## config.mk

```make
export PLATFORM = sky130hd
export DESIGN_NAME = msi_intr_file
export DESIGN_NICKNAME = d
export VERILOG_FILES = /design/src/rtl/msi_intr_pkg.sv /design/src/rtl/msi_intr_prio_find.sv /design/src/rtl/msi_intr_page.sv /design/src/rtl/msi_intr_file.sv
export SDC_FILE = /design/constraint.sdc
export NUM_CORES = 2
export LEC_CHECK = 0
export CAP_MARGIN = 20
export CELL_PAD_IN_SITES_DETAIL_PLACEMENT = 0
export CELL_PAD_IN_SITES_GLOBAL_PLACEMENT = 2
export CORE_UTILIZATION = 40
export CTS_BUF_LIST = sky130_fd_sc_hd__clkbuf_8
export DETAILED_ROUTE_END_ITERATION = 10
export HOLD_SLACK_MARGIN = 0.1
export PLACE_DENSITY = 0.89
export RECOVER_POWER = 50
export SYNTH_ARGS = -nofsm -noshare
export SYNTH_HDL_FRONTEND = slang
export SYNTH_SLANG_ARGS = --single-unit
export TNS_END_PERCENT = 100
```

## constraint.sdc

```tcl
create_clock -name clk -period 6.8 [get_ports clk]
set_input_delay 1.36 -clock clk [delete_from_list [all_inputs] [get_ports clk]]
set_output_delay 1.36 -clock clk [all_outputs]
set_load 0.02 [all_outputs]
```

## src/rtl/msi_intr_pkg.sv

```systemverilog
package msi_intr_pkg;

   localparam int WORD_W     = 32;
   localparam int ID_FIELD_W = 11;
   localparam int ID_HI_LSB  = 16;

   localparam logic [7:0] SEL_DELIVER = 8'h00;
   localparam logic [7:0] SEL_THRESH  = 8'h01;
   localparam logic [7:0] SEL_TOP     = 8'h02;

   localparam logic [1:0] GRP_CTRL = 2'b00;
   localparam logic [1:0] GRP_PEND = 2'b01;
   localparam logic [1:0] GRP_ENAB = 2'b10;

   typedef enum logic [2:0] {
      K_NONE,
      K_DELIVER,
      K_THRESH,
      K_TOP,
      K_PEND,
      K_ENAB
   } reg_kind_e;

   function automatic reg_kind_e decode_sel(input logic [7:0] s);
      reg_kind_e k;
      k = K_NONE;
      case (s[7:6])
         GRP_CTRL: begin
            if (s == SEL_DELIVER)     k = K_DELIVER;
            else if (s == SEL_THRESH) k = K_THRESH;
            else if (s == SEL_TOP)    k = K_TOP;
         end
         GRP_PEND: k = K_PEND;
         GRP_ENAB: k = K_ENAB;
         default:  k = K_NONE;
      endcase
      return k;
   endfunction

   function automatic logic [WORD_W-1:0] top_word(input logic [ID_FIELD_W-1:0] id);
      logic [WORD_W-1:0] w;
      w = '0;
      w[ID_HI_LSB +: ID_FIELD_W] = id;
      w[ID_FIELD_W-1:0]          = id;
      return w;
   endfunction

endpackage

```

## src/rtl/msi_intr_prio_find.sv

```systemverilog
module msi_intr_prio_find
   import msi_intr_pkg::*;
#(
   parameter int NUM_IDS    = 64,
   parameter int FIND_STYLE = 1,
   parameter int ID_W       = 6
)(
   input  logic [NUM_IDS-1:0] cand,
   output logic [ID_W-1:0]    top_id
);

   localparam int NW = NUM_IDS / WORD_W;

   logic [NUM_IDS-1:0] live;

   always_comb begin
      live    = cand;
      live[0] = 1'b0;
   end

   generate
      if (FIND_STYLE == 0) begin : g_flat
         always_comb begin
            top_id = '0;
            for (int i = NUM_IDS - 1; i >= 1; i--) begin
               if (live[i]) top_id = ID_W'(i);
            end
         end
      end else begin : g_two_level
         logic [4:0]    lo  [NW];
         logic [NW-1:0] any;

         for (genvar w = 0; w < NW; w++) begin : g_word
            always_comb begin
               lo[w] = '0;
               for (int b = WORD_W - 1; b >= 0; b--) begin
                  if (live[w*WORD_W + b]) lo[w] = 5'(b);
               end
            end
            assign any[w] = |live[w*WORD_W +: WORD_W];
         end

         always_comb begin
            top_id = '0;
            for (int w = NW - 1; w >= 0; w--) begin
               if (any[w]) top_id = ID_W'(w * WORD_W) | ID_W'(lo[w]);
            end
         end
      end
   endgenerate

endmodule

```

## src/rtl/msi_intr_page.sv

```systemverilog
module msi_intr_page
   import msi_intr_pkg::*;
#(
   parameter int NUM_IDS    = 64,
   parameter int FIND_STYLE = 1
)(
   input  logic                  clk,
   input  logic                  rst_n,
   input  logic                  acc_en,
   input  logic [7:0]            acc_sel,
   input  logic [WORD_W-1:0]     acc_wdata,
   input  logic [WORD_W-1:0]     acc_wmask,
   output logic [WORD_W-1:0]     acc_rdata,
   input  logic                  set_en,
   input  logic [ID_FIELD_W-1:0] set_id,
   output logic                  irq
);

   localparam int ID_W  = $clog2(NUM_IDS);
   localparam int NW    = NUM_IDS / WORD_W;
   localparam int WIX_W = $clog2(NW);

   logic [NUM_IDS-1:0]    pend_q, pend_d, enab_q, enab_d, elig, cand;
   logic                  deliv_q, deliv_d;
   logic [ID_FIELD_W-1:0] thr_q, thr_d;
   logic [ID_W-1:0]       top_id;
   logic [ID_W-1:0]       set_ix;
   reg_kind_e             kind;
   logic [5:0]            widx;
   logic                  widx_ok;
   logic                  limit_on;
   logic                  claim;

   assign kind     = decode_sel(acc_sel);
   assign widx     = acc_sel[5:0];
   assign widx_ok  = int'(widx) < NW;
   assign set_ix   = set_id[ID_W-1:0];
   assign limit_on = (thr_q != '0) && (int'(thr_q) <= NUM_IDS);
   assign claim    = acc_en && (kind == K_TOP) && (acc_wmask != '0) && (top_id != '0);

   always_comb begin
      for (int i = 0; i < NUM_IDS; i++) begin
         elig[i] = !limit_on || (i < int'(thr_q));
      end
   end

   assign cand = pend_q & enab_q & elig;

   msi_intr_prio_find #(
      .NUM_IDS    (NUM_IDS),
      .FIND_STYLE (FIND_STYLE),
      .ID_W       (ID_W)
   ) find_i (
      .cand   (cand),
      .top_id (top_id)
   );

   always_comb begin
      acc_rdata = '0;
      case (kind)
         K_DELIVER: acc_rdata[0] = deliv_q;
         K_THRESH:  acc_rdata[ID_FIELD_W-1:0] = thr_q;
         K_TOP:     acc_rdata = top_word(ID_FIELD_W'(top_id));
         K_PEND:    if (widx_ok) acc_rdata = pend_q[int'(widx[WIX_W-1:0])*WORD_W +: WORD_W];
         K_ENAB:    if (widx_ok) acc_rdata = enab_q[int'(widx[WIX_W-1:0])*WORD_W +: WORD_W];
         default:   acc_rdata = '0;
      endcase
   end

   always_comb begin
      pend_d  = pend_q;
      enab_d  = enab_q;
      deliv_d = deliv_q;
      thr_d   = thr_q;
      if (acc_en) begin
         case (kind)
            K_DELIVER: if (acc_wmask[0]) deliv_d = acc_wdata[0];
            K_THRESH:  thr_d = (thr_q & ~acc_wmask[ID_FIELD_W-1:0]) |
                               (acc_wdata[ID_FIELD_W-1:0] & acc_wmask[ID_FIELD_W-1:0]);
            K_PEND: begin
               for (int i = 0; i < NUM_IDS; i++) begin
                  if (widx_ok && (i / WORD_W == int'(widx)) && acc_wmask[i % WORD_W])
                     pend_d[i] = acc_wdata[i % WORD_W];
               end
            end
            K_ENAB: begin
               for (int i = 0; i < NUM_IDS; i++) begin
                  if (widx_ok && (i / WORD_W == int'(widx)) && acc_wmask[i % WORD_W])
                     enab_d[i] = acc_wdata[i % WORD_W];
               end
            end
            default: ;
         endcase
      end
      if (claim)  pend_d[top_id] = 1'b0;
      if (set_en) pend_d[set_ix] = 1'b1;
      pend_d[0] = 1'b0;
      enab_d[0] = 1'b0;
   end

   always_ff @(posedge clk) begin
      if (!rst_n) begin
         pend_q  <= '0;
         enab_q  <= '0;
         deliv_q <= 1'b0;
         thr_q   <= '0;
      end else begin
         pend_q  <= pend_d;
         enab_q  <= enab_d;
         deliv_q <= deliv_d;
         thr_q   <= thr_d;
      end
   end

   assign irq = deliv_q && (top_id != '0);

   // word 0 never shows identity 0
   p_id0_reads_zero_r3: assert property (@(posedge clk) disable iff (!rst_n)
      (acc_en && (kind == K_PEND || kind == K_ENAB) && widx == 6'd0) |-> !acc_rdata[0]);

   // an accepted strobe lands
   p_set_lands_r2: assert property (@(posedge clk) disable iff (!rst_n)
      set_en |=> pend_q[$past(set_ix)]);

   // a claim clears the claimed identity unless a strobe re-sets it
   p_claim_clears_r9: assert property (@(posedge clk) disable iff (!rst_n)
      (claim && !(set_en && set_ix == top_id)) |=> !pend_q[$past(top_id)]);

   // set-pending wins over claim
   p_set_wins_r11: assert property (@(posedge clk) disable iff (!rst_n)
      (claim && set_en && set_ix == top_id) |=> pend_q[$past(top_id)]);

   // threshold bounds the top identity
   p_below_thr_r7: assert property (@(posedge clk) disable iff (!rst_n)
      (limit_on && top_id != '0) |-> (int'(top_id) < int'(thr_q)));

   // a raised line has a real source
   p_irq_source_r10: assert property (@(posedge clk) disable iff (!rst_n)
      irq |-> (deliv_q && pend_q[top_id] && enab_q[top_id]));

endmodule

```

## src/rtl/msi_intr_file.sv

```systemverilog
module msi_intr_file
   import msi_intr_pkg::*;
#(
   parameter int NUM_PAGES  = 3,
   parameter int PAGE_W     = 2,
   parameter int NUM_IDS    = 64,
   parameter int FIND_STYLE = 1
)(
   input  logic                 clk,
   input  logic                 rst_n,
   input  logic                 msi_valid,
   input  logic [PAGE_W-1:0]    msi_page,
   input  logic [31:0]          msi_data,
   input  logic                 reg_valid,
   input  logic [PAGE_W-1:0]    reg_page,
   input  logic [7:0]           reg_sel,
   input  logic [31:0]          reg_wdata,
   input  logic [31:0]          reg_wmask,
   output logic [31:0]          reg_rdata,
   output logic [NUM_PAGES-1:0] irq
);

   generate
      if (NUM_IDS < 64 || NUM_IDS > 2048 || (NUM_IDS & (NUM_IDS - 1)) != 0) begin : g_bad_ids
         $error("NUM_IDS must be a power of two from 64 to 2048");
      end
      if (NUM_PAGES < 1 || NUM_PAGES > 64 || (2 ** PAGE_W) < NUM_PAGES) begin : g_bad_pages
         $error("NUM_PAGES must be 1..64 and fit in PAGE_W bits");
      end
   endgenerate

   logic                  msi_ok;
   logic [ID_FIELD_W-1:0] msi_id;
   logic [WORD_W-1:0]     rd [NUM_PAGES];

   assign msi_ok = msi_valid && (int'(msi_page) < NUM_PAGES) &&
                   (msi_data != 32'd0) && (msi_data < 32'(NUM_IDS));
   assign msi_id = msi_data[ID_FIELD_W-1:0];

   generate
      for (genvar p = 0; p < NUM_PAGES; p++) begin : g_page
         msi_intr_page #(
            .NUM_IDS    (NUM_IDS),
            .FIND_STYLE (FIND_STYLE)
         ) page_i (
            .clk       (clk),
            .rst_n     (rst_n),
            .acc_en    (reg_valid && reg_page == PAGE_W'(p)),
            .acc_sel   (reg_sel),
            .acc_wdata (reg_wdata),
            .acc_wmask (reg_wmask),
            .acc_rdata (rd[p]),
            .set_en    (msi_ok && msi_page == PAGE_W'(p)),
            .set_id    (msi_id),
            .irq       (irq[p])
         );
      end
   endgenerate

   always_comb begin
      reg_rdata = '0;
      for (int p = 0; p < NUM_PAGES; p++) begin
         if (reg_page == PAGE_W'(p)) reg_rdata = rd[p];
      end
   end

   // an access to a missing page reads zero
   p_missing_page_r12: assert property (@(posedge clk) disable iff (!rst_n)
      (int'(reg_page) >= NUM_PAGES) |-> (reg_rdata == '0));

endmodule

```

* After elaboration in Yosys (flattened, before gate mapping) *
Cells that the tools add are included.

word-level totals
  output and inout port bits = 35
  register bits after elaboration = 420

cells by class
  equality and inequality tests = 14
  reduce and logical (&&, ||, !) cells = 503
  shift operators = 6
  order comparisons = 206
  bitwise logic cells = 23
  mux-type cells = 429

operators with widths
  kind                   number
  $lt A6 B11 Y1 const A  96
  $mux W5                189
  $mux W64               12
  $and A64 B64 Y64       9
  $reduce_and A3 Y1      192
  $lt A5 B11 Y1 const A  48
  $shiftx A64 B7 Y32     6
  $mux W32               9
  $lt A4 B11 Y1 const A  24
  $mux W1                196
  $logic_or A1 B1 Y1     192
  $not A64 Y64           3
  $or A64 B64 Y64        3
  $pmux W21 S3           3
  $lt A3 B11 Y1 const A  12
  $pmux W10 S4           3
  $reduce_or A32 Y1      3
  $logic_and A1 B1 Y1    94
  $reduce_or A31 Y1      3
  $lt A1 B11 Y1 const A  6
  $lt A2 B11 Y1 const A  6
  $reduce_bool A32 Y1    2
  $and A11 B11 Y11       4
  $mux W6                6
  28 further kinds       60

* Longest topological paths before layout *
  depth in word-level cells = 48
  gate-level depth with buffers = 16
  mapped depth without buffers = 11

* Modules after synthesis *
Synthesis repeated with hierarchy kept, for this count alone.

unflattened totals
  cell total of the unflattened synthesis = 4543
  area, all modules = 33647.3 µm²

modules (own cells, without submodules)
  module                             cells each  area each (µm²)  instances
  msi_intr_page at g_page[0].page_i  1337        10401.2          1
  msi_intr_page at g_page[1].page_i  1326        10151.0          1
  msi_intr_page at g_page[2].page_i  1360        9789.4           1
  msi_intr_prio_find                 130         835.8            3
  msi_intr_file                      130         798.3            1

* Least setup slack after synthesis *
No wires, ideal clock.

  path type = input port to output port
  start = input reg_sel[5]
  end = output reg_rdata[2]
  path buffers = 1
  stages on the path = 9
  data arrival time = 3.824 ns
  slack = 1.616 ns
  path through = nor4_1 nand4b_1 or2_2 nor2_1 clkbuf_1 a21oi_1 o21ai_0 nand2_1 nor3_1

between the ends
  cells in the longest elaborated chain, start to end = 10
  elaborated cells between the ends (all ways) = 24
  classes of those cells = order compare (1); eq/ne (6); mux (16); reduce/logical (1)

RTL lines
  element                                       RTL line             text
  from (decl)                                   msi_intr_file.sv:16  input logic [7:0] reg_sel,
  $eq A8 B2 Y1                                  msi_intr_pkg.sv:31   else if (s == SEL_TOP) k = K_TOP;
  $mux W2                                       msi_intr_pkg.sv:31
  $mux W3                                       msi_intr_pkg.sv:30   else if (s == SEL_THRESH) k = K_THRESH;
  $mux W3                                       msi_intr_pkg.sv:29   if (s == SEL_DELIVER) k = K_DELIVER;
  $pmux W3 S3                                   msi_intr_pkg.sv:27   case (s[7:6])
  $eq A3 B3 Y1 or $eq A3 B2 Y1 (tied branches)  msi_intr_page.sv:60  case (kind)
  $pmux W10 S4                                  msi_intr_page.sv:60
  $mux W32 (2 in series)                        msi_intr_file.sv:63  if (reg_page == PAGE_W'(p)) reg_rdata = rd[p];
  $mux W32 (*)                                  msi_intr_file.sv:63
  to (decl)                                     msi_intr_file.sv:19  output logic [31:0] reg_rdata,

Mark *: on every way between the ends. The rest lies on a longest branch, timed or not.

==> run_results.csv <==
group,metric,value,unit
synthesis,async_reset_ff_share,0,%
synthesis,postSynthCellCount,4536,
synthesis,synth_top_flop_cell,"dfxtp_1",
detailed_routing,via_per_inst,7.30,
die,pin_count,147,
worst_setup_path,critical_path_class,"flop to output port",
worst_setup_path,cp-end-kind,"output port",
synthesis,ys_ff_latch,414,
global_routing,first_global_vias,37013,
cts,numCtsBuffers,81,
pwr,power,0.00570,W
synthesis,yosys.area_share.simple,26.5,%
detailed_routing,wire_per_inst,36.2,um
die,rows,105,
min_path,min_to,"g_page[0].page_i.enab_q[53]$_SDFFE_PN0P_",
synthesis,synth_compound_area_share,31.5,%
min_path,whs_path_depth,2,
synthesis,synth_area,33400,sq um
placement,portBuffers,146,
worst_setup_path,r2r_slack,1.65,ns
sta,finalCritPeriodShare,99.7,%
placement,place_ws,0.176,ns
synthesis,yosysWarnings,0,
worst_setup_path,r2r.worst_path.cells,12,
cts,clockBufferDepth,3,
die,die-area,84800,sq um
synthesis,synth_xor_area_share,0.157,%
sta,fin_skew,0.0630,ns
global_routing,use_met2,64.6,%
min_path,hold_class,"flop to flop",
synthesis,yosys.area_share.adder,0.150,%
cts,htreeDepth,3,
placement,gp_congestion,1.15,
synthesis,avgSynthCellArea,7.37,sq um
cts,root_buffer,"clkbuf_8",
detailed_routing,drc,0,
sta,drv_slew,324,
cells_and_area,final_cell_count_no_fill,5663,
global_routing,grt-busiest-layer,"met2",
detailed_routing,drt-total-wl,205000,um
detailed_routing,drtAntennaViolNets,0,
flow_run,drv_cap,6,
global_routing,grt_pass1_wl,285000,um
worst_setup_path,critPathBufInv,2,
global_routing,met3_usage,16.5,%
sta,tightest_slew,3.54,ns
detailed_routing,drt_iter0_drc,6599,
worst_setup_path,cp_num_cells,11,
sta,finalSetupViolations,0,
worst_setup_path,path_cells,"or4_4 > a211oi_4 > nand2_1 > a21oi_1 > o211ai_1 > a2111oi_1 > nor4b_4 > or2_1 > buf_4 > o31a_1 > clkdlybuf4s50_1",
pwr,vdd_drop_max,0.130,mV
worst_setup_path,cpPeakStageDelay,0.74,ns
cells_and_area,nets,4637,
global_routing,grt_max_degree,88,
cells_and_area,layout-drive-gt1-share,16.1,%
die,start_util,40.6,%
sta,tns,0,ns
worst_setup_path,path_max_fanout,14,
die,die_w,291,um
sta,max_slew_margin,-136,%
worst_setup_path,crit_required,5.44,ns
status,status,"complete, but fails checks",
synthesis,synth_nets,4652,
worst_setup_path,critPathSlowestCell,"a2111oi_1",
global_routing,antenna_found_initial,15,
cts,clock-sinks,414,
die,die_h,291,um
global_routing,grt_use_met1,60.6,%
placement,dp_hpwl,150000,um
synthesis,yosysSeqAreaShare,24.8,%
detailed_routing,vias,41349,
min_path,hold_start,"g_page[0].page_i.enab_q[53]$_SDFFE_PN0P_",
sta,fin_ws,0.0222,ns
worst_setup_path,arrival,5.42,ns
global_routing,grt.total_usage,46.4,%
status,violations,"max-capacitance violations, max-slew violations",
worst_setup_path,worstReg2RegEnd,"g_page[1].page_i.pend_q[12]$_SDFF_PN0_",
synthesis,synth_top_family_by_area,"compound AO/OA/AOI/OAI gates",
worst_setup_path,critical-path-top-delay-family,"compound AO/OA/AOI/OAI gates",
sta,clock.fmax,0.148,GHz
global_routing,grt_overflow,0,
cts,cts_tree,"built",
sta,min_period,6.78,ns
synthesis,synthMuxAreaShare,11.4,%
pwr,p_leak,12.8,nW
detailed_routing,first_pass_iters,6,
pwr,power.density,149,nW/um^2
die,core,82400,sq um
sta,report.final.hold_viol_count,0,
placement,dp_cells,5507,
synthesis,synth_edf_count,0,
cts,clk_pin_slew_worst_paths,0.06,ns
worst_setup_path,cp-start-kind,"flop",
synthesis,ys_types,103,
cells_and_area,synthToLayoutAreaGrowth,14.2,%
cts,clock_latency,0.77,ns
-- Yosys cell counts (23+ instances only) --
| cell | count | area [sq um] |
|---|---|---|
| mux2_2 | 273 | 3070 |
| a21oi_1 | 148 | 741 |
| buf_1 | 39 | 146 |
| nor4_1 | 102 | 638 |
| a31oi_1 | 62 | 388 |
| o31ai_1 | 26 | 195 |
| or3_1 | 26 | 163 |
| a22oi_1 | 105 | 788 |
| nand3_1 | 86 | 430 |
| o21ai_0 | 411 | 2060 |
| nor2_1 | 274 | 1030 |
| nor3_1 | 92 | 460 |
| nand4_1 | 293 | 1830 |
| a21boi_0 | 253 | 1900 |
| dfxtp_1 | 414 | 8290 |
| and2_1 | 31 | 194 |
| a211oi_1 | 28 | 210 |
| o211ai_1 | 31 | 233 |
| o311ai_0 | 23 | 201 |
| buf_2 | 36 | 180 |
| nand2_1 | 601 | 2260 |
| nand2b_1 | 24 | 150 |
| o22ai_1 | 164 | 1030 |
| clkbuf_1 | 367 | 1380 |
| nor2b_1 | 59 | 369 |
| mux2i_1 | 32 | 320 |
| o41ai_1 | 37 | 324 |
-- through the flow --
step           cell area [sq um]  utilization (%)  hold slack [ns]
3_3_place_gp               36300             44.0            0.483
5_1_grt                    38200             46.4            0.518
3_5_place_dp               36300             44.0            0.494
6_report                   38200             46.4            0.502
2_1_floorplan              33400                -            0.463
4_1_cts                    38100             46.2            0.502
-- repair_timing --
action | CTS | global route
setup endpoints to repair | 13 | 14
pin swaps | 1 | 0
hold buffers | 0 | 0
buffers inserted | 1 | 0
resized for setup | 25 | 38
-- where the power goes --
group	leakage [nW]	internal (W)	switching, W
Sequential	3.34	0.00243	0.000000718
Clock	0.963	0.00143	0.00130
Combinational	8.48	0.000152	0.000393
-- layout make-up --
type,count,area (sq um)
Clock inverter,43,277
Timing Repair Buffer,352,3100
Fill cell,8490,44200
Multi-Input combinational cell,3648,23700
Inverter,24,93.8
Antenna cell,10,25.0
Sequential cell,414,8300
Clock buffer,102,1400
Tap cell,1070,1340
-- placed cells by master, fill, tap and decap left out, types with 21 or more instances in the layout --
| master | netlist | final |
|---|---|---|
| o311ai_0 | 23 | 21 |
| nor2b_1 | 59 | 57 |
| nand4_1 | 293 | 293 |
| clkdlybuf4s50_1 | 0 | 139 |
| or3_1 | 26 | 26 |
| a21oi_1 | 148 | 147 |
| buf_4 | 4 | 192 |
| and2_1 | 31 | 25 |
| o21ai_0 | 411 | 408 |
| nand3_1 | 86 | 85 |
| o21ai_1 | 21 | 24 |
| a21boi_0 | 253 | 252 |
| nor2_1 | 274 | 266 |
| inv_1 | 21 | 50 |
| clkbuf_8 | 0 | 103 |
| a31oi_1 | 62 | 61 |
| mux2i_1 | 32 | 32 |
| nor3_1 | 92 | 87 |
| o41ai_1 | 37 | 37 |
| o22ai_1 | 164 | 164 |
| nand2_1 | 601 | 599 |
| a22oi_1 | 105 | 105 |
| dfxtp_1 | 414 | 406 |
| o31ai_1 | 26 | 26 |
| nor4_1 | 102 | 95 |
| a211oi_1 | 28 | 27 |
| nand2b_1 | 24 | 22 |
| o211ai_1 | 31 | 31 |
| mux2_2 | 273 | 272 |
-- cells by family after synthesis --
group	after synthesis
flops	414
xor+xnor	6
buf+inv	474
fa+ha+maj	4
mux	323
simple gates	1744
compound gates	1571
-- layer usage --
layer  vias up  wire, um
li1      17375         -
met2      3221     81000
met1     20089     79200
met4        10     14900
met3       654     29600
met5         -        66
-- worst min-delay path, cell delays in order, from the launching register on --
cell	delay, ns
dfxtp_1	0.32
o21ai_0	0.06
a21boi_0	0.07
-- flip-flops by register name, summed over array words and instances, names as in the netlist, named ones only --
| signal | cells |
|---|---|
| g_page.page_i.enab_q | 189 |
| g_page.page_i.deliv_q | 3 |
| g_page.page_i.pend_q | 189 |
-- worst max path at each step --
stage | startpoint | endpoint
2_1_floorplan | reg_sel[5] | reg_rdata[2]
3_3_place_gp | reg_sel[5] | reg_rdata[4]
3_5_place_dp | reg_sel[5] | reg_rdata[4]
6_report | flop | irq[0]
5_1_grt | flop | reg_rdata[17]
4_1_cts | flop | reg_rdata[2]
Power figures use the tool's default switching activity.
